## src/rtl/tt_pkg.sv

```systemverilog
// Shared definitions for the tick timer: mode encoding and control field positions.
// Assumes a 32-bit register bus, with the period taking all bits below the flags.
package tt_pkg;
    typedef enum logic [1:0] {
        TM_OFF     = 2'b00,
        TM_RESTART = 2'b01,
        TM_ONESHOT = 2'b10,
        TM_FREE    = 2'b11
    } tmode_e;
endpackage

```

## src/rtl/tt_ctrl_reg.sv

```systemverilog
// Control register: holds period, interrupt enable, sticky pending flag and mode.
// Assumes wr is a single-cycle strobe. The hit from the counter is registered into pending.
module tt_ctrl_reg
    import tt_pkg::*;
#(
    parameter int DATA_W = 32,
    localparam int PER_W = DATA_W - 4,
    localparam int PEND_B = PER_W,
    localparam int IE_B = PER_W + 1
) (
    input  logic              clk,
    input  logic              rst_n,
    input  logic              wr,
    input  logic [DATA_W-1:0] wr_data,
    input  logic              hit,
    output logic [PER_W-1:0]  period,
    output logic              ie,
    output logic              pend,
    output tmode_e            mode
);
    // Register update: software write, with pending kept or cleared, or the hit setting pending.
    always_ff @(posedge clk) begin
        if (!rst_n) begin
            period <= '0;
            ie     <= 1'b0;
            pend   <= 1'b0;
            mode   <= TM_OFF;
        end else if (wr) begin
            period <= wr_data[PER_W-1:0];
            ie     <= wr_data[IE_B];
            mode   <= tmode_e'(wr_data[DATA_W-1:DATA_W-2]);
            pend   <= wr_data[PEND_B] ? (pend | hit) : 1'b0;
        end else begin
            pend   <= pend | hit;
        end
    end

    assert_clear_pending_R9: assert property (@(posedge clk) disable iff (!rst_n)
        wr && !wr_data[PEND_B] |=> !pend);
    assert_keep_pending_R9: assert property (@(posedge clk) disable iff (!rst_n)
        wr && wr_data[PEND_B] && pend |=> pend);
    assert_hit_sets_pending_R5: assert property (@(posedge clk) disable iff (!rst_n)
        hit && !wr |=> pend);
endmodule

```

## src/rtl/tt_counter.sv

```systemverilog
// Count register and run flag. Detects a match of the low period bits on a running tick.
// Assumes mode_cur is the stored mode and mode_new the value a same-cycle control write carries.
module tt_counter
    import tt_pkg::*;
#(
    parameter int CNT_W = 32,
    parameter int PER_W = 28
) (
    input  logic             clk,
    input  logic             rst_n,
    input  logic             tick,
    input  logic             ld,
    input  logic [CNT_W-1:0] ld_val,
    input  logic             mode_wr,
    input  tmode_e           mode_new,
    input  tmode_e           mode_cur,
    input  logic [PER_W-1:0] period,
    output logic [CNT_W-1:0] cnt,
    output logic             run,
    output logic             hit
);
    logic mode_change;
    logic stop_now;
    logic wrap_now;

    // Match detection and the actions the current mode takes on it.
    always_comb begin
        hit         = run && tick && (cnt[PER_W-1:0] == period);
        mode_change = mode_wr && (mode_new != mode_cur);
        stop_now    = hit && (mode_cur == TM_ONESHOT);
        wrap_now    = hit && (mode_cur == TM_RESTART);
    end

    // Run flag: follows an actual mode change, and one-shot clears it on the match.
    always_ff @(posedge clk) begin
        if (!rst_n) begin
            run <= 1'b0;
        end else if (mode_change) begin
            run <= (mode_new != TM_OFF);
        end else if (stop_now) begin
            run <= 1'b0;
        end
    end

    // Counter: a load wins, then a restart wrap, then the increment.
    always_ff @(posedge clk) begin
        if (!rst_n) begin
            cnt <= '0;
        end else if (ld) begin
            cnt <= ld_val;
        end else if (wrap_now) begin
            cnt <= '0;
        end else if (run && tick && !stop_now) begin
            cnt <= cnt + 1'b1;
        end
    end

    assert_hold_when_idle_R4: assert property (@(posedge clk) disable iff (!rst_n)
        !run && !ld |=> $stable(cnt));
    assert_oneshot_stops_R7: assert property (@(posedge clk) disable iff (!rst_n)
        stop_now && !mode_change |=> !run);
    assert_stop_has_cause_R4: assert property (@(posedge clk) disable iff (!rst_n)
        $fell(run) |-> $past(mode_wr) || $past(hit));
    assert_restart_wraps_R6: assert property (@(posedge clk) disable iff (!rst_n)
        wrap_now && !ld |=> cnt == '0);
endmodule

```

## src/rtl/tick_timer.sv

```systemverilog
// Tick timer top: register port decode, read mux and interrupt gating.
// Assumes wr_en is a one-cycle strobe and reg_sel is stable while it is high.
module tick_timer
    import tt_pkg::*;
#(
    parameter int DATA_W = 32,
    localparam int PER_W = DATA_W - 4
) (
    input  logic              clk,
    input  logic              rst_n,
    input  logic              clk_en,
    input  logic              reg_sel,
    input  logic              wr_en,
    input  logic [DATA_W-1:0] wr_data,
    output logic [DATA_W-1:0] rd_data,
    output logic              irq
);
    logic             ctl_wr;
    logic             cnt_wr;
    logic [PER_W-1:0] period;
    logic             ie;
    logic             pend;
    tmode_e           mode;
    logic [DATA_W-1:0] cnt;
    logic             run;
    logic             hit;

    // Write decode for the two registers.
    always_comb begin
        ctl_wr = wr_en && !reg_sel;
        cnt_wr = wr_en && reg_sel;
    end

    tt_ctrl_reg #(.DATA_W(DATA_W)) u_ctrl (
        .clk(clk), .rst_n(rst_n), .wr(ctl_wr), .wr_data(wr_data), .hit(hit),
        .period(period), .ie(ie), .pend(pend), .mode(mode)
    );

    tt_counter #(.CNT_W(DATA_W), .PER_W(PER_W)) u_cnt (
        .clk(clk), .rst_n(rst_n), .tick(clk_en), .ld(cnt_wr), .ld_val(wr_data),
        .mode_wr(ctl_wr), .mode_new(tmode_e'(wr_data[DATA_W-1:DATA_W-2])),
        .mode_cur(mode), .period(period), .cnt(cnt), .run(run), .hit(hit)
    );

    // Read mux and interrupt output.
    always_comb begin
        rd_data = reg_sel ? cnt : {mode, ie, pend, period};
        irq     = pend && ie;
    end

    assert_irq_gated_R11: assert property (@(posedge clk) disable iff (!rst_n)
        irq |-> ie && pend);
    assert_load_wins_R10: assert property (@(posedge clk) disable iff (!rst_n)
        cnt_wr |=> cnt == $past(wr_data));
endmodule

```

## config.mk

```make
export PLATFORM = sky130hd
export DESIGN_NAME = tick_timer
export DESIGN_NICKNAME = d
export VERILOG_FILES = /design/src/rtl/tt_pkg.sv /design/src/rtl/tt_ctrl_reg.sv /design/src/rtl/tt_counter.sv /design/src/rtl/tick_timer.sv
export SDC_FILE = /design/constraint.sdc
export NUM_CORES = 1
export LEC_CHECK = 0
export BUFFER_PORTS_ARGS = -buffer_cell sky130_fd_sc_hd__buf_2
export CORE_MARGIN = 2
export CORE_UTILIZATION = 30
export DETAILED_ROUTE_END_ITERATION = 12
export PLACE_DENSITY = 0.5
export SLEW_MARGIN = 20
export SYNTH_ARGS = -nofsm -noshare
export SYNTH_HDL_FRONTEND = slang
export SYNTH_SLANG_ARGS = --single-unit
```

## constraint.sdc

```tcl
create_clock -name clk -period 4.72 [get_ports clk]
set_input_delay 0.708 -clock clk [delete_from_list [all_inputs] [get_ports clk]]
set_output_delay 0.708 -clock clk [all_outputs]
set_load 0.02 [all_outputs]
```

* Word level (Yosys, flattened, before mapping)
Cells that the tools add are included.
** Word-level totals
- Bits of input ports :: 37
- Bits in registers :: 65
- Output and inout bits :: 33
** Operators by class
- Bitwise logic cells :: 1
- Muxes and demuxes :: 8
- Reduce and logical (&&, ||, !) cells :: 14
- Add/subtract/negate cells :: 1
- Equal/unequal tests :: 4
** Operators by type and width (number)
- 2-to-1 mux 32 bit :: 4
- adder 32 x 1 -> 32 bit, second input constant :: 1
- == test 28 bit :: 1
- logical AND 1 bit :: 9
- 2-to-1 mux 1 bit :: 4
- nonzero test 2 bit :: 2
- nonzero test 3 bit :: 1
- == test 2 x 1 -> 1 bit, second input constant :: 1
- == test 2 bit, second input constant :: 1
- logical NOT 1 bit :: 2
- inequality test 2 bit :: 1
- bitwise OR 1 bit :: 1

* Depth between registers and ports, before layout
- Word-level depth :: 8
- Mapped depth :: 9
- Mapped depth without buffers :: 8

* Hierarchy
Synthesis repeated with hierarchy kept, for this count alone.
** Unflattened totals
- Cell total of the unflattened synthesis :: 531
- Area total of the unflattened synthesis :: 4645.7 um^2
** Modules (own cells, without submodules)
- tt_counter :: cells each 388, times used 1, area an instance 2854.0 um^2
- tt_ctrl_reg :: cells each 104, times used 1, area an instance 1241.2 um^2
- tick_timer :: cells each 39, times used 1, area an instance 550.5 um^2

* Worst setup path before layout
OpenSTA, ideal clock, no wires.
- Path type :: input-to-output
- Start point :: in reg_sel
- End point :: out rd_data[14]
- Required time :: 4012 ps
- Stages on the path :: 3
- Data arrival time :: 1773 ps
- Setup slack :: 2239 ps
- Cells stage by stage :: clkbuf_1 buf_1 mux2_2
** On the way
- Longest elaborated chain between the ends :: 1
** RTL lines
- start, declared :: line tick_timer.sv:12 : input logic reg_sel,
- 2-to-1 mux 32 bit :: line tick_timer.sv:47 : rd_data = reg_sel ? cnt : {mode, ie, pend, period};
- end, declared :: line tick_timer.sv:15 : output logic [DATA_W-1:0] rd_data,
No other way between the ends.

* Worst setup path after layout
- Start point :: reg u_cnt.cnt[0]
- End point :: reg u_cnt.cnt[3]
** On the way
- Longest elaborated chain between the ends :: 6
- Elaborated cells between the ends (all ways) :: 11
- Classes of those cells :: 1 x add/sub; 1 x eq/ne; 3 x mux; 6 x reduce/logical
** RTL lines
- start, declared :: line tt_counter.sv:18 : output logic [CNT_W-1:0] cnt,
- start signal, assigned :: line tt_counter.sv:50 : cnt <= ld_val;
- start signal, assigned :: line tt_counter.sv:54 : cnt <= cnt + 1'b1;
- branches (longest 6 deep; another with adder 32 x 1 -> 32 bit)
Parallel ways; which one is timed is not known. The select of a mux whose other input is x is not followed.
A chain may end at the register's enable or synchronous reset.

==> metrics.cfg <==
[pwr]
p_int_w = 0.00104
clkPwrFrac = 0.410
switchingPower_w = 0.000440
power_frac_seq = 0.417
p_total_w = 0.00148
leakage_nw = 1.95
switching_share = 0.297
power.density_nw_per_um2 = 314
vdd_drop_max_v = 0.000120
power_frac_comb = 0.173

[timing]
slew-limit-headroom = 0.271
maxSlewViolCount = 0
fin_worst_skew_ps = 6.01
worst_pin_slew_ps = 1090
finalSetupTns_ps = 0
rsz0062_at_grt = no
fin_crit_ps = 3030
finalCritPeriodShare = 0.643
setup_viol = 0
final_hold_viol_count = 0
fmax_ghz = 0.330

[logic_synthesis]
synth.yosys.seq_area_share = 0.322
synthArstFlopShare = 0
syn_area_per_cell_um2 = 7.83
yosys_warnings = 0
synth.distinct_cells = 57
synth_area_leaders = dfxtp_1 32%, nand2_1 9.1%, mux2_2 8.4%, a21oi_1 8.3%, xor2_1 5.9%
yosysTopAreaCellShare = 0.322
synth-main-ff-cell = dfxtp_1
synthCells = 516
synth_seq_cells = 65
synth_nets = 554
synth_area_um2 = 4040
synth-edff-count = 0
yosysTopAreaCell = dfxtp_1

[setup_path]
worstPathMaxFanout = 14
required_ps = 4890
rr_endpoint = u_cnt.cnt[3]$_SDFFE_PN0P_
crit_path_start_kind = flop
reg2reg_slack_ps = 1690
crit_type = flop to flop
critPathCaptureType = flop
reg2reg_from = u_cnt.cnt[0]$_SDFFE_PN0P_
startpoint = u_cnt.cnt[0]$_SDFFE_PN0P_
r2r_cells = 7
worstPathArrival_ps = 3210

[cells_and_area]
syn2layout_area_growth_pct = 17.1
n_fill_cell = 1423
final_nets = 600
final_common_cell = nand2_1
n_antenna_cell = 0
drive_gt1_frac = 0.233
mostFrequentLayoutCells = 98 x nand2_1, 69 x buf_2, 67 x a21oi_1

[floorplanning]
die_h_um = 120
die_area_um2 = 14400
rows = 42
ios = 70
core_um2 = 13200
start_util = 0.306
die_w_um = 120

[grt]
grt_pass1_vias = 3933
grt_max_degree = 48
globalRouteOverflowTotal = 0
grt_usage = 0.193
grt_pass1_wl_um = 21700
antenna_found_initial = 0

[clock_tree]
cts_root_buf = clkbuf_16
holdBufCountCts = 0
cts_sinks = 65
clkTransAtPathRegs_ps = 50
cts_tree = yes
htree_levels = 3
postCtsSetupRepairBufs = 0
post_cts_resized = 0
clk_latency_ps = 340
cts_buffers = 9
clock_path_buffers = 2

[routing]
postRouteAntennaNets = 0
viasPerCell = 5.32
first_pass_iters = 5
postRouteWirelength_um = 13700
vias = 3947
drt_iter0_markers = 234
route.detailed.drc = 0
wl_per_cell_um = 18.4

[min_path]
holdPathEnd = u_ctrl.ie$_SDFFE_PN0P_
hold_depth = 2
worstHoldStart = u_ctrl.ie$_SDFFE_PN0P_
hold_class = flop to flop

[placement]
hpwlAfterDp_um = 9820
port_buffers = 69
gp_congestion = 0.888

[flow_run]
cap_violations = 0

[outcome]
status = complete, no violations

-- cell families (layout without fill, tap and decap cells) --
| logic type | after synthesis | count (layout) | synth area share |
|---|---|---|---|
| XOR/XNOR | 43 | 43 | 0.0932 |
| adder cells (fa/ha/maj) | 1 | 1 | 0.00310 |
| AND/OR/NAND/NOR | 196 | 196 | 0.240 |
| buffers and inverters | 44 | 94 | 0.0468 |
| multiplexers | 32 | 32 | 0.0886 |
| AO/OA/AOI/OAI | 135 | 135 | 0.207 |
| flip-flops | 65 | 65 | 0.322 |
-- worst max-delay path by stage --
| stage | to | slack (ps) |
|---|---|---|
| floorplan | rd_data[14] | 2240 |
| global placement | u_cnt.cnt[3]$_SDFFE_PN0P_ | 1700 |
| detailed placement | u_cnt.cnt[3]$_SDFFE_PN0P_ | 1580 |
| CTS | u_cnt.cnt[3]$_SDFFE_PN0P_ | 1720 |
| global route | u_cnt.cnt[3]$_SDFFE_PN0P_ | 1340 |
| finish | u_cnt.cnt[3]$_SDFFE_PN0P_ | 1690 |
-- per-layer routing --
layer | up-vias | share of wire | wire length [µm] | track usage
met2 | 102 | 0.46 | 6320 | 0.313
met4 | 0 | 0.017 | 226 | 0.0699
met1 | 1872 | 0.47 | 6410 | 0.259
met5 | - | 0 | 0 | 0
li1 | 1954 | - | - | -
met3 | 19 | 0.052 | 711 | 0.0285
-- final cells by class --
type | count | area (µm²) | share of cell area
Clock buffer | 15 | 258 | 0.0545
Inverter | 6 | 22.5 | 0.00476
Multi-Input combinational cell | 407 | 2550 | 0.540
Sequential cell | 65 | 1300 | 0.275
Tap cell | 176 | 220 | 0.0465
Timing Repair Buffer | 73 | 375 | 0.0793
-- metrics by stage --
stage                     hold WS [ps]   util  instance area (µm²)  setup slack [ps]  std cells
after floorplan                    436      -                 4040              2240        516
after global placement             444  0.339                 4470              1700        727
after detailed placement           452  0.339                 4470              1580        727
after CTS                          463  0.359                 4730              1720        742
after global routing               498  0.359                 4730              1340        742
final                              465  0.359                 4730              1690        742
-- state kept, by name, summed over array words and instances (netlist names) --
signal         cells
u_ctrl.mode        2
u_ctrl.ie          1
u_cnt.cnt         32
u_ctrl.pend        1
u_cnt.run          1
u_ctrl.period     28
-- Yosys cell counts, drive strengths merged (10+ instances only) --
master / n
xnor2: 16
mux2: 30
dfxtp: 65
xor2: 27
nor4: 17
a22oi: 10
nor2: 20
nand2: 99
clkbuf: 24
nand3: 17
nand4: 10
a21oi: 68
buf: 14
o21ai: 19
-- power by group through the flow --
| stage | sequential [W] | clock [W] | combinational [W] |
|---|---|---|---|
| 2_1_floorplan | 0.000614 | 0 | 0.000181 |
| 3_3_place_gp | 0.000629 | 0 | 0.000255 |
| 3_5_place_dp | 0.000630 | 0 | 0.000258 |
| 4_1_cts | 0.000618 | 0.000614 | 0.000259 |
| 5_1_grt | 0.000623 | 0.000633 | 0.000281 |
| 6_report | 0.000618 | 0.000608 | 0.000257 |
-- critical path, cell delays in order, from the launching register on --
cell and delay [ps]:
dfxtp_1 480, xor2_1 100, nor4_1 540, nand4_1 290, nor4_4 770, nor2_2 330
a22oi_1 260, a211oi_2 90
No activity file was read; power rests on OpenSTA's default activity.
